==> src/rtl/rtlink_pkg.sv <==
package rtlink_pkg;
  localparam int CW = 8;
  localparam logic [4:0] K28_LO = 5'b11100;
  localparam logic [2:0] Y_MARK = 3'd1;
  localparam logic [2:0] Y_FILL = 3'd5;

  function automatic logic [CW-1:0] k28(input logic [2:0] y);
    return {y, K28_LO};
  endfunction
endpackage

==> src/rtl/rtlink_nrt_ser.sv <==
module rtlink_nrt_ser
  import rtlink_pkg::*;
#(
  parameter int LANES = 4
) (
  input  logic               clk_i,
  input  logic               rst_ni,
  input  logic [LANES-1:0]   gap_i,
  input  logic [7:0]         byte_i,
  input  logic               valid_i,
  output logic               ready_o,
  output logic [LANES*CW-1:0] sym_o
);
  localparam int PW = $clog2(LANES + 4) + 1;

  logic          busy_q;
  logic [PW-1:0] phase_q;
  logic [7:0]    byte_q;
  logic [PW-1:0] gap_cnt;
  logic [LANES-1:0] mark_v;

  assign ready_o = !busy_q;

  // gap lanes take successive symbol positions in lane order
  always_comb begin
    logic [PW-1:0] pos;
    pos     = '0;
    gap_cnt = '0;
    mark_v  = '0;
    sym_o   = {LANES{k28(Y_FILL)}};
    for (int l = 0; l < LANES; l++) begin
      if (gap_i[l]) begin
        pos = phase_q + gap_cnt;
        if (busy_q && pos < PW'(4)) begin
          case (pos[1:0])
            2'd0: begin
              sym_o[l*CW +: CW] = k28(Y_MARK);
              mark_v[l] = 1'b1;
            end
            2'd1: sym_o[l*CW +: CW] = k28(byte_q[2:0]);
            2'd2: sym_o[l*CW +: CW] = k28(byte_q[5:3]);
            default: sym_o[l*CW +: CW] = k28({1'b0, byte_q[7:6]});
          endcase
        end
        gap_cnt = gap_cnt + PW'(1);
      end
    end
  end

  always_ff @(posedge clk_i or negedge rst_ni) begin
    if (!rst_ni) begin
      busy_q  <= 1'b0;
      phase_q <= '0;
      byte_q  <= '0;
    end else if (!busy_q) begin
      if (valid_i) begin
        busy_q  <= 1'b1;
        phase_q <= '0;
        byte_q  <= byte_i;
      end
    end else if (phase_q + gap_cnt >= PW'(4)) begin
      busy_q <= 1'b0;
    end else begin
      phase_q <= phase_q + gap_cnt;
    end
  end

  AST_READY_DROP: assert property (@(posedge clk_i) disable iff (!rst_ni)
    valid_i && ready_o |=> !ready_o);
  AST_ONE_MARK: assert property (@(posedge clk_i) disable iff (!rst_ni)
    $countones(mark_v) <= 1);
endmodule

==> src/rtl/rtlink_tx.sv <==
module rtlink_tx
  import rtlink_pkg::*;
#(
  parameter int LANES   = 4,
  parameter int MAX_PKT = 256
) (
  input  logic                clk_i,
  input  logic                rst_ni,
  input  logic [LANES*CW-1:0] rt_data_i,
  input  logic [LANES-1:0]    rt_vld_i,
  input  logic [7:0]          nrt_byte_i,
  input  logic                nrt_valid_i,
  output logic                nrt_ready_o,
  output logic [LANES*CW-1:0] tx_char_o,
  output logic [LANES-1:0]    tx_k_o
);
  localparam int RW = $clog2(MAX_PKT + 2) + 1;

  logic [LANES-1:0]    gap;
  logic [LANES*CW-1:0] sym;
  logic [LANES*CW-1:0] char_d;

  assign gap = ~rt_vld_i;

  rtlink_nrt_ser #(.LANES(LANES)) u_ser (
    .clk_i  (clk_i),
    .rst_ni (rst_ni),
    .gap_i  (gap),
    .byte_i (nrt_byte_i),
    .valid_i(nrt_valid_i),
    .ready_o(nrt_ready_o),
    .sym_o  (sym)
  );

  for (genvar l = 0; l < LANES; l++) begin : g_lane
    assign char_d[l*CW +: CW] = rt_vld_i[l] ? rt_data_i[l*CW +: CW] : sym[l*CW +: CW];

    AST_D_PASS: assert property (@(posedge clk_i) disable iff (!rst_ni)
      $past(rst_ni) && !tx_k_o[l] |-> tx_char_o[l*CW +: CW] == $past(rt_data_i[l*CW +: CW]));
    AST_K_FORM: assert property (@(posedge clk_i) disable iff (!rst_ni)
      tx_k_o[l] |-> tx_char_o[l*CW +: 5] == K28_LO);
  end

  always_ff @(posedge clk_i or negedge rst_ni) begin
    if (!rst_ni) begin
      tx_char_o <= {LANES{k28(Y_FILL)}};
      tx_k_o    <= '1;
    end else begin
      tx_char_o <= char_d;
      tx_k_o    <= gap;
    end
  end

  // packet length watch for the source contract
  logic [RW-1:0] run_q, run_d, run_max;
  always_comb begin
    run_d   = run_q;
    run_max = '0;
    for (int l = 0; l < LANES; l++) begin
      if (rt_vld_i[l]) begin
        if (run_d != {RW{1'b1}}) run_d = run_d + RW'(1);
        if (run_d > run_max) run_max = run_d;
      end else begin
        run_d = '0;
      end
    end
  end
  always_ff @(posedge clk_i or negedge rst_ni) begin
    if (!rst_ni) run_q <= '0;
    else         run_q <= run_d;
  end

  AST_PKT_LEN: assert property (@(posedge clk_i) disable iff (!rst_ni)
    run_max <= RW'(MAX_PKT));
  AST_K_GAP: assert property (@(posedge clk_i) disable iff (!rst_ni)
    $past(rst_ni) |-> tx_k_o == ~$past(rt_vld_i));
endmodule

==> src/rtl/rtlink_rx.sv <==
module rtlink_rx
  import rtlink_pkg::*;
#(
  parameter int LANES = 4
) (
  input  logic                clk_i,
  input  logic                rst_ni,
  input  logic [LANES*CW-1:0] rx_char_i,
  input  logic [LANES-1:0]    rx_k_i,
  output logic [LANES*CW-1:0] rt_data_o,
  output logic [LANES-1:0]    rt_vld_o,
  output logic [LANES-1:0]    rt_sop_o,
  output logic [7:0]          nrt_byte_o,
  output logic                nrt_valid_o
);
  logic       prev_k_q, prev_k_d;
  logic       in_q, in_d;
  logic [1:0] idx_q, idx_d;
  logic [7:0] acc_q, acc_d;
  logic [LANES-1:0] sop_d;
  logic       done_d;
  logic [7:0] byte_d;

  always_comb begin
    logic [CW-1:0] c;
    prev_k_d = prev_k_q;
    in_d     = in_q;
    idx_d    = idx_q;
    acc_d    = acc_q;
    sop_d    = '0;
    done_d   = 1'b0;
    byte_d   = '0;
    for (int l = 0; l < LANES; l++) begin
      c = rx_char_i[l*CW +: CW];
      if (rx_k_i[l]) begin
        if (in_d) begin
          case (idx_d)
            2'd0: acc_d[2:0] = c[7:5];
            2'd1: acc_d[5:3] = c[7:5];
            default: begin
              acc_d[7:6] = c[6:5];
              byte_d     = acc_d;
              done_d     = 1'b1;
              in_d       = 1'b0;
            end
          endcase
          idx_d = (idx_d == 2'd2) ? 2'd0 : idx_d + 2'd1;
        end else if (c == k28(Y_MARK)) begin
          in_d  = 1'b1;
          idx_d = 2'd0;
        end
      end else begin
        sop_d[l] = prev_k_d;
      end
      prev_k_d = rx_k_i[l];
    end
  end

  always_ff @(posedge clk_i or negedge rst_ni) begin
    if (!rst_ni) begin
      prev_k_q    <= 1'b1;
      in_q        <= 1'b0;
      idx_q       <= '0;
      acc_q       <= '0;
      rt_data_o   <= '0;
      rt_vld_o    <= '0;
      rt_sop_o    <= '0;
      nrt_byte_o  <= '0;
      nrt_valid_o <= 1'b0;
    end else begin
      prev_k_q    <= prev_k_d;
      in_q        <= in_d;
      idx_q       <= idx_d;
      acc_q       <= acc_d;
      rt_data_o   <= rx_char_i;
      rt_vld_o    <= ~rx_k_i;
      rt_sop_o    <= sop_d;
      nrt_valid_o <= done_d;
      if (done_d) nrt_byte_o <= byte_d;
    end
  end

  AST_RT_VLD: assert property (@(posedge clk_i) disable iff (!rst_ni)
    $past(rst_ni) |-> rt_vld_o == ~$past(rx_k_i));
  for (genvar l = 1; l < LANES; l++) begin : g_sop
    AST_SOP_EDGE: assert property (@(posedge clk_i) disable iff (!rst_ni)
      rt_sop_o[l] |-> rt_vld_o[l] && !rt_vld_o[l-1]);
  end
  AST_NRT_STABLE: assert property (@(posedge clk_i) disable iff (!rst_ni)
    $past(rst_ni) && !nrt_valid_o |-> $stable(nrt_byte_o));
endmodule

==> src/rtl/rtlink_mux.sv <==
module rtlink_mux
  import rtlink_pkg::*;
#(
  parameter int LANES   = 4,
  parameter int MAX_PKT = 256
) (
  input  logic                clk_i,
  input  logic                rst_ni,
  input  logic [LANES*8-1:0]  rt_data_i,
  input  logic [LANES-1:0]    rt_vld_i,
  input  logic [7:0]          nrt_byte_i,
  input  logic                nrt_valid_i,
  output logic                nrt_ready_o,
  output logic [LANES*8-1:0]  tx_char_o,
  output logic [LANES-1:0]    tx_k_o,
  input  logic [LANES*8-1:0]  rx_char_i,
  input  logic [LANES-1:0]    rx_k_i,
  output logic [LANES*8-1:0]  rx_rt_data_o,
  output logic [LANES-1:0]    rx_rt_vld_o,
  output logic [LANES-1:0]    rx_rt_sop_o,
  output logic [7:0]          rx_nrt_byte_o,
  output logic                rx_nrt_valid_o
);
  rtlink_tx #(.LANES(LANES), .MAX_PKT(MAX_PKT)) u_tx (
    .clk_i      (clk_i),
    .rst_ni     (rst_ni),
    .rt_data_i  (rt_data_i),
    .rt_vld_i   (rt_vld_i),
    .nrt_byte_i (nrt_byte_i),
    .nrt_valid_i(nrt_valid_i),
    .nrt_ready_o(nrt_ready_o),
    .tx_char_o  (tx_char_o),
    .tx_k_o     (tx_k_o)
  );

  rtlink_rx #(.LANES(LANES)) u_rx (
    .clk_i      (clk_i),
    .rst_ni     (rst_ni),
    .rx_char_i  (rx_char_i),
    .rx_k_i     (rx_k_i),
    .rt_data_o  (rx_rt_data_o),
    .rt_vld_o   (rx_rt_vld_o),
    .rt_sop_o   (rx_rt_sop_o),
    .nrt_byte_o (rx_nrt_byte_o),
    .nrt_valid_o(rx_nrt_valid_o)
  );
endmodule

==> config.mk <==
export PLATFORM = sky130hd
export DESIGN_NAME = rtlink_mux
export DESIGN_NICKNAME = d
export VERILOG_FILES = /design/src/rtl/rtlink_pkg.sv /design/src/rtl/rtlink_nrt_ser.sv /design/src/rtl/rtlink_tx.sv /design/src/rtl/rtlink_rx.sv /design/src/rtl/rtlink_mux.sv
export SDC_FILE = /design/constraint.sdc
export NUM_CORES = 1
export LEC_CHECK = 0
export ABC_AREA = 1
export BUFFER_PORTS_ARGS = -buffer_cell sky130_fd_sc_hd__buf_2
export CAP_MARGIN = 20
export CORE_AREA = 2 2 104 106
export DETAILED_ROUTE_END_ITERATION = 12
export DIE_AREA = 0 0 106 108
export GPL_ROUTABILITY_DRIVEN = 0
export HOLD_SLACK_MARGIN = 0.03
export PLACE_DENSITY = 0.79
export RECOVER_POWER = 100
export SYNTH_ARGS = -nofsm -noshare
export SYNTH_HDL_FRONTEND = slang
export SYNTH_SLANG_ARGS = --single-unit
==> constraint.sdc <==
create_clock -name clk_i -period 2.6 [get_ports clk_i]
set_input_delay 0.78 -clock clk_i [delete_from_list [all_inputs] [get_ports clk_i]]
set_output_delay 0.78 -clock clk_i [all_outputs]
set_load 0.005 [all_outputs]
==> flow_summary.yaml <==
status:
  outcome: "finished, violations left"
  violations: "max-capacitance violations, max-slew violations, negative setup slack"
drt:
  drtIter0Drc: 293
  post_drt_wl_per_cell_um: 14.45
  dr.max_layer_used: "met4"
  avgViaCountPerCell: 5.063
  vias: 4572
  ant_nets: 0
  drt_pass1_iterations: 5
  drt-met1-wl_mm: 5.713
  wirelength_mm: 13.05
  wl_met2_mm: 6.151
  wl_met3_um: 848
  drcViolationCount: 0
worst_setup_path:
  worstPathRequired_ps: 2900
  crit_type: "input pin to flip-flop"
  cp-endpoint: "u_tx.u_ser.phase_q[1]$_DFFE_PN0P_"
  r2r-end: "u_rx.nrt_byte_o[4]$_DFFE_PN0P_"
  worst-r2r-setup-slack_ps: 340
  cp_max_fo: 3
  start_kind: "input pin"
  r2r_start: "u_rx.idx_q[1]$_DFF_PN0_"
  crit_start: "rt_vld_i[0]"
  crit_path_end_kind: "flip-flop"
  arrival_ps: 3140
  r2r_cells: 15
grt:
  grt.total_usage_pct: 23.68
  overflow: 0
  antenna_found_initial: 0
  grt_pass1_wl_mm: 21.32
  grt_pass1_vias: 4628
  grt_max_degree: 59
synthesis:
  synth-seq-area-share_pct: 54.64
  syn_inst: 537
  synth_nets: 636
  syn_avg_cell_area_um2: 9.318
  netlist_area_um2: 5004
  synth_warnings: 0
  synth-seq-cells: 108
  synthDistinctLibCells: 43
floorplanning:
  die_area_um2: 11450
  core_area_um2: 10230
  die_w_um: 106
  initial_core_util_pct: 48.91
  die_h_um: 108
  num_io_pins: 169
  num_rows: 37
timing:
  finalSetupViolCount: 5
  final.setup.tns_ps: -1041
  slew_violations: 27
  final-hold-violation-count: 0
  period_minus_slack_ps: 2844
  skew_ps: 8.875
  layout_setup_ws_ps: -243.9
  fmax_ghz: 0.3516
  rsz0062_at_grt: "true"
  relSlewSlack_pct: -0.1382
  worstMarginPinSlew_ps: 1502
  min_period_over_period_pct: 109.4
power_and_ir_drop:
  p_total_w: 0.005039
  p_per_area_nw_per_um2: 759.5
  p_leak_nw: 3.471
  vdd_drop_max_mv: 0.5090
clocking:
  clock-sinks: 108
  clock_path_buffers: 2
  clk_latency_ps: 370
  htreeDepth: 3
  cts_tree: "yes"
  cts_made_buffers: 9
  cts-root-buf: "clkbuf_8"
  path_clk_slew_ps: 100
final_layout:
  layout_commonest_cell: "buf_2"
  syn_to_final_growth_pct: 32.61
  stdcell_count: 903
  nFillCells: 835
  layout-drive-gt1-share_pct: 39.63
  num-nets-final: 861
  antenna_cells: 0
  final_cell_mix: "buf_2, nand2_1, dfrtp_1"
job:
  cap_violations: 1
worst_hold_path:
  min_path_type: "flip-flop to flip-flop"
placed_design:
  port_buffers: 168
  dp_hpwl_mm: 10.28
  place_ws_ps: -580.9
  dp.cells: 881
[final cells by class]
| class | count | area [um2] | area share [%] |
|---|---|---|---|
| multi-input combinational | 353 | 2088 | 31.47 |
| inverter | 72 | 279.0 | 4.205 |
| clock buffer | 9 | 123.9 | 1.867 |
| clock inverter | 7 | 52.55 | 0.7920 |
| timing repair buffer | 218 | 1187 | 17.90 |
| sequential | 108 | 2734 | 41.20 |
| tap | 136 | 170.2 | 2.565 |
[flip-flops by register name (all words and copies together), names as in the netlist]
signal              cells
u_rx.rt_data_o         32
u_tx.tx_char_o         32
u_rx.nrt_byte_o         8
u_tx.u_ser.byte_q       8
u_rx.acc_q              6
u_rx.rt_sop_o           4
u_rx.rt_vld_o           4
u_tx.tx_k_o             4
u_tx.u_ser.phase_q      4
u_rx.idx_q              2
u_rx.in_q               1
u_rx.nrt_valid_o        1
u_rx.prev_k_q           1
u_tx.u_ser.busy_q       1
[worst min path at each step]
stage                            startpoint                          endpoint  cells past startpoint
floorplan           u_rx.prev_k_q$_DFF_PN1_        u_rx.rt_sop_o[0]$_DFF_PN0_                      2
global placement    u_rx.prev_k_q$_DFF_PN1_        u_rx.rt_sop_o[0]$_DFF_PN0_                      2
detailed placement  u_rx.prev_k_q$_DFF_PN1_        u_rx.rt_sop_o[0]$_DFF_PN0_                      2
CTS                                  rst_ni  u_tx.u_ser.byte_q[2]$_DFFE_PN0P_                      1
global route                  rx_char_i[26]      u_rx.rt_data_o[26]$_DFF_PN0_                      1
finish              u_rx.prev_k_q$_DFF_PN1_        u_rx.rt_sop_o[0]$_DFF_PN0_                      2
[routing by layer]
| layer | track usage, % | vias up |
|---|---|---|
| met1 | 31.57 | 2146 |
| met3 | 3.918 | 31 |
| met4 | 10.43 | 0 |
| met5 | 0 | - |
| met2 | 38.57 | 207 |
| li1 | - | 2188 |
[through the flow]
stage / instance area, um2 / utilization, % / hold slack [ps]
after floorplan: 5057 / - / 443.3
after global placement: 6390 / 62.46 / 448.5
after detailed placement: 6390 / 62.46 / 447.6
after CTS: 6639 / 64.89 / 312.3
after global routing: 6635 / 64.85 / 504.3
final: 6635 / 64.85 / 461.5
[cell families (layout without fill, tap and decap cells)]
kind of cell    count (synthesis)  after routing  share of synthesized area [%]
simple gates                  258            258                          24.68
mux                             8              8                          1.776
flops                         108            108                          54.64
xor+xnor                        5              5                         0.8752
fa+ha+maj                      16             16                          4.451
compound gates                 66             66                          7.727
buf+inv                        76            306                          5.851
[critical path: stages]
cell and delay (ps):
buf_8 80, clkinvlp_4 90, ha_4 310, xnor2_4 120, ha_2 210, nand2_2 60, xor2_1 170, ha_1 350
nand2_1 80, nor2_1 40, a211oi_2 240, or2_4 170, o2111ai_4 140, buf_6 150, o22ai_2 140
[synthesized netlist by cell type, drive strengths merged]
| cell | n | area share [%] |
|---|---|---|
| o21ai | 35 | 3.5 |
| a311oi | 1 | 0.18 |
| a31oi | 3 | 0.38 |
| o22ai | 4 | 0.50 |
| a41oi | 2 | 0.35 |
| o2111ai | 1 | 0.18 |
| ha | 13 | 3.3 |
| nand3b | 1 | 0.15 |
| nor3 | 3 | 0.30 |
| dfrtp | 83 | 42 |
| nor4 | 2 | 0.25 |
| clkbuf | 3 | 0.23 |
| xnor2 | 1 | 0.18 |
| a31o | 1 | 0.18 |
| o22a | 1 | 0.18 |
| nor2 | 38 | 3.9 |
| mux2 | 7 | 1.6 |
| and3 | 1 | 0.13 |
| fa | 3 | 1.2 |
| a211oi | 1 | 0.15 |
| a22o | 1 | 0.18 |
| buf | 1 | 0.23 |
| dfstp | 25 | 13 |
| a22oi | 2 | 0.30 |
| nand4 | 4 | 0.50 |
| o211ai | 1 | 0.15 |
| xor2 | 4 | 0.70 |
| mux2i | 1 | 0.20 |
| or2 | 16 | 2.0 |
| clkinv | 3 | 0.23 |
| nand3 | 55 | 6.2 |
| nand2 | 138 | 11 |
| inv | 69 | 5.2 |
| a21oi | 13 | 1.5 |
[timing repair]
item | 4_1_cts | 5_1_grt
hold buffers | 0 | 0
resized for setup | 13 | 15
setup buffers | 3 | 3
pin swaps | 5 | 11
endpoints found under the setup margin | 6 | 17
[report_power, final]
part | switching (W) | internal, W
clock network | 0.000572 | 0.000353
logic | 0.00105 | 0.000805
registers | 0.000260 | 0.00200
total | 0.00188 | 0.00316
Note: power is estimated with default switching activity, not from simulation.
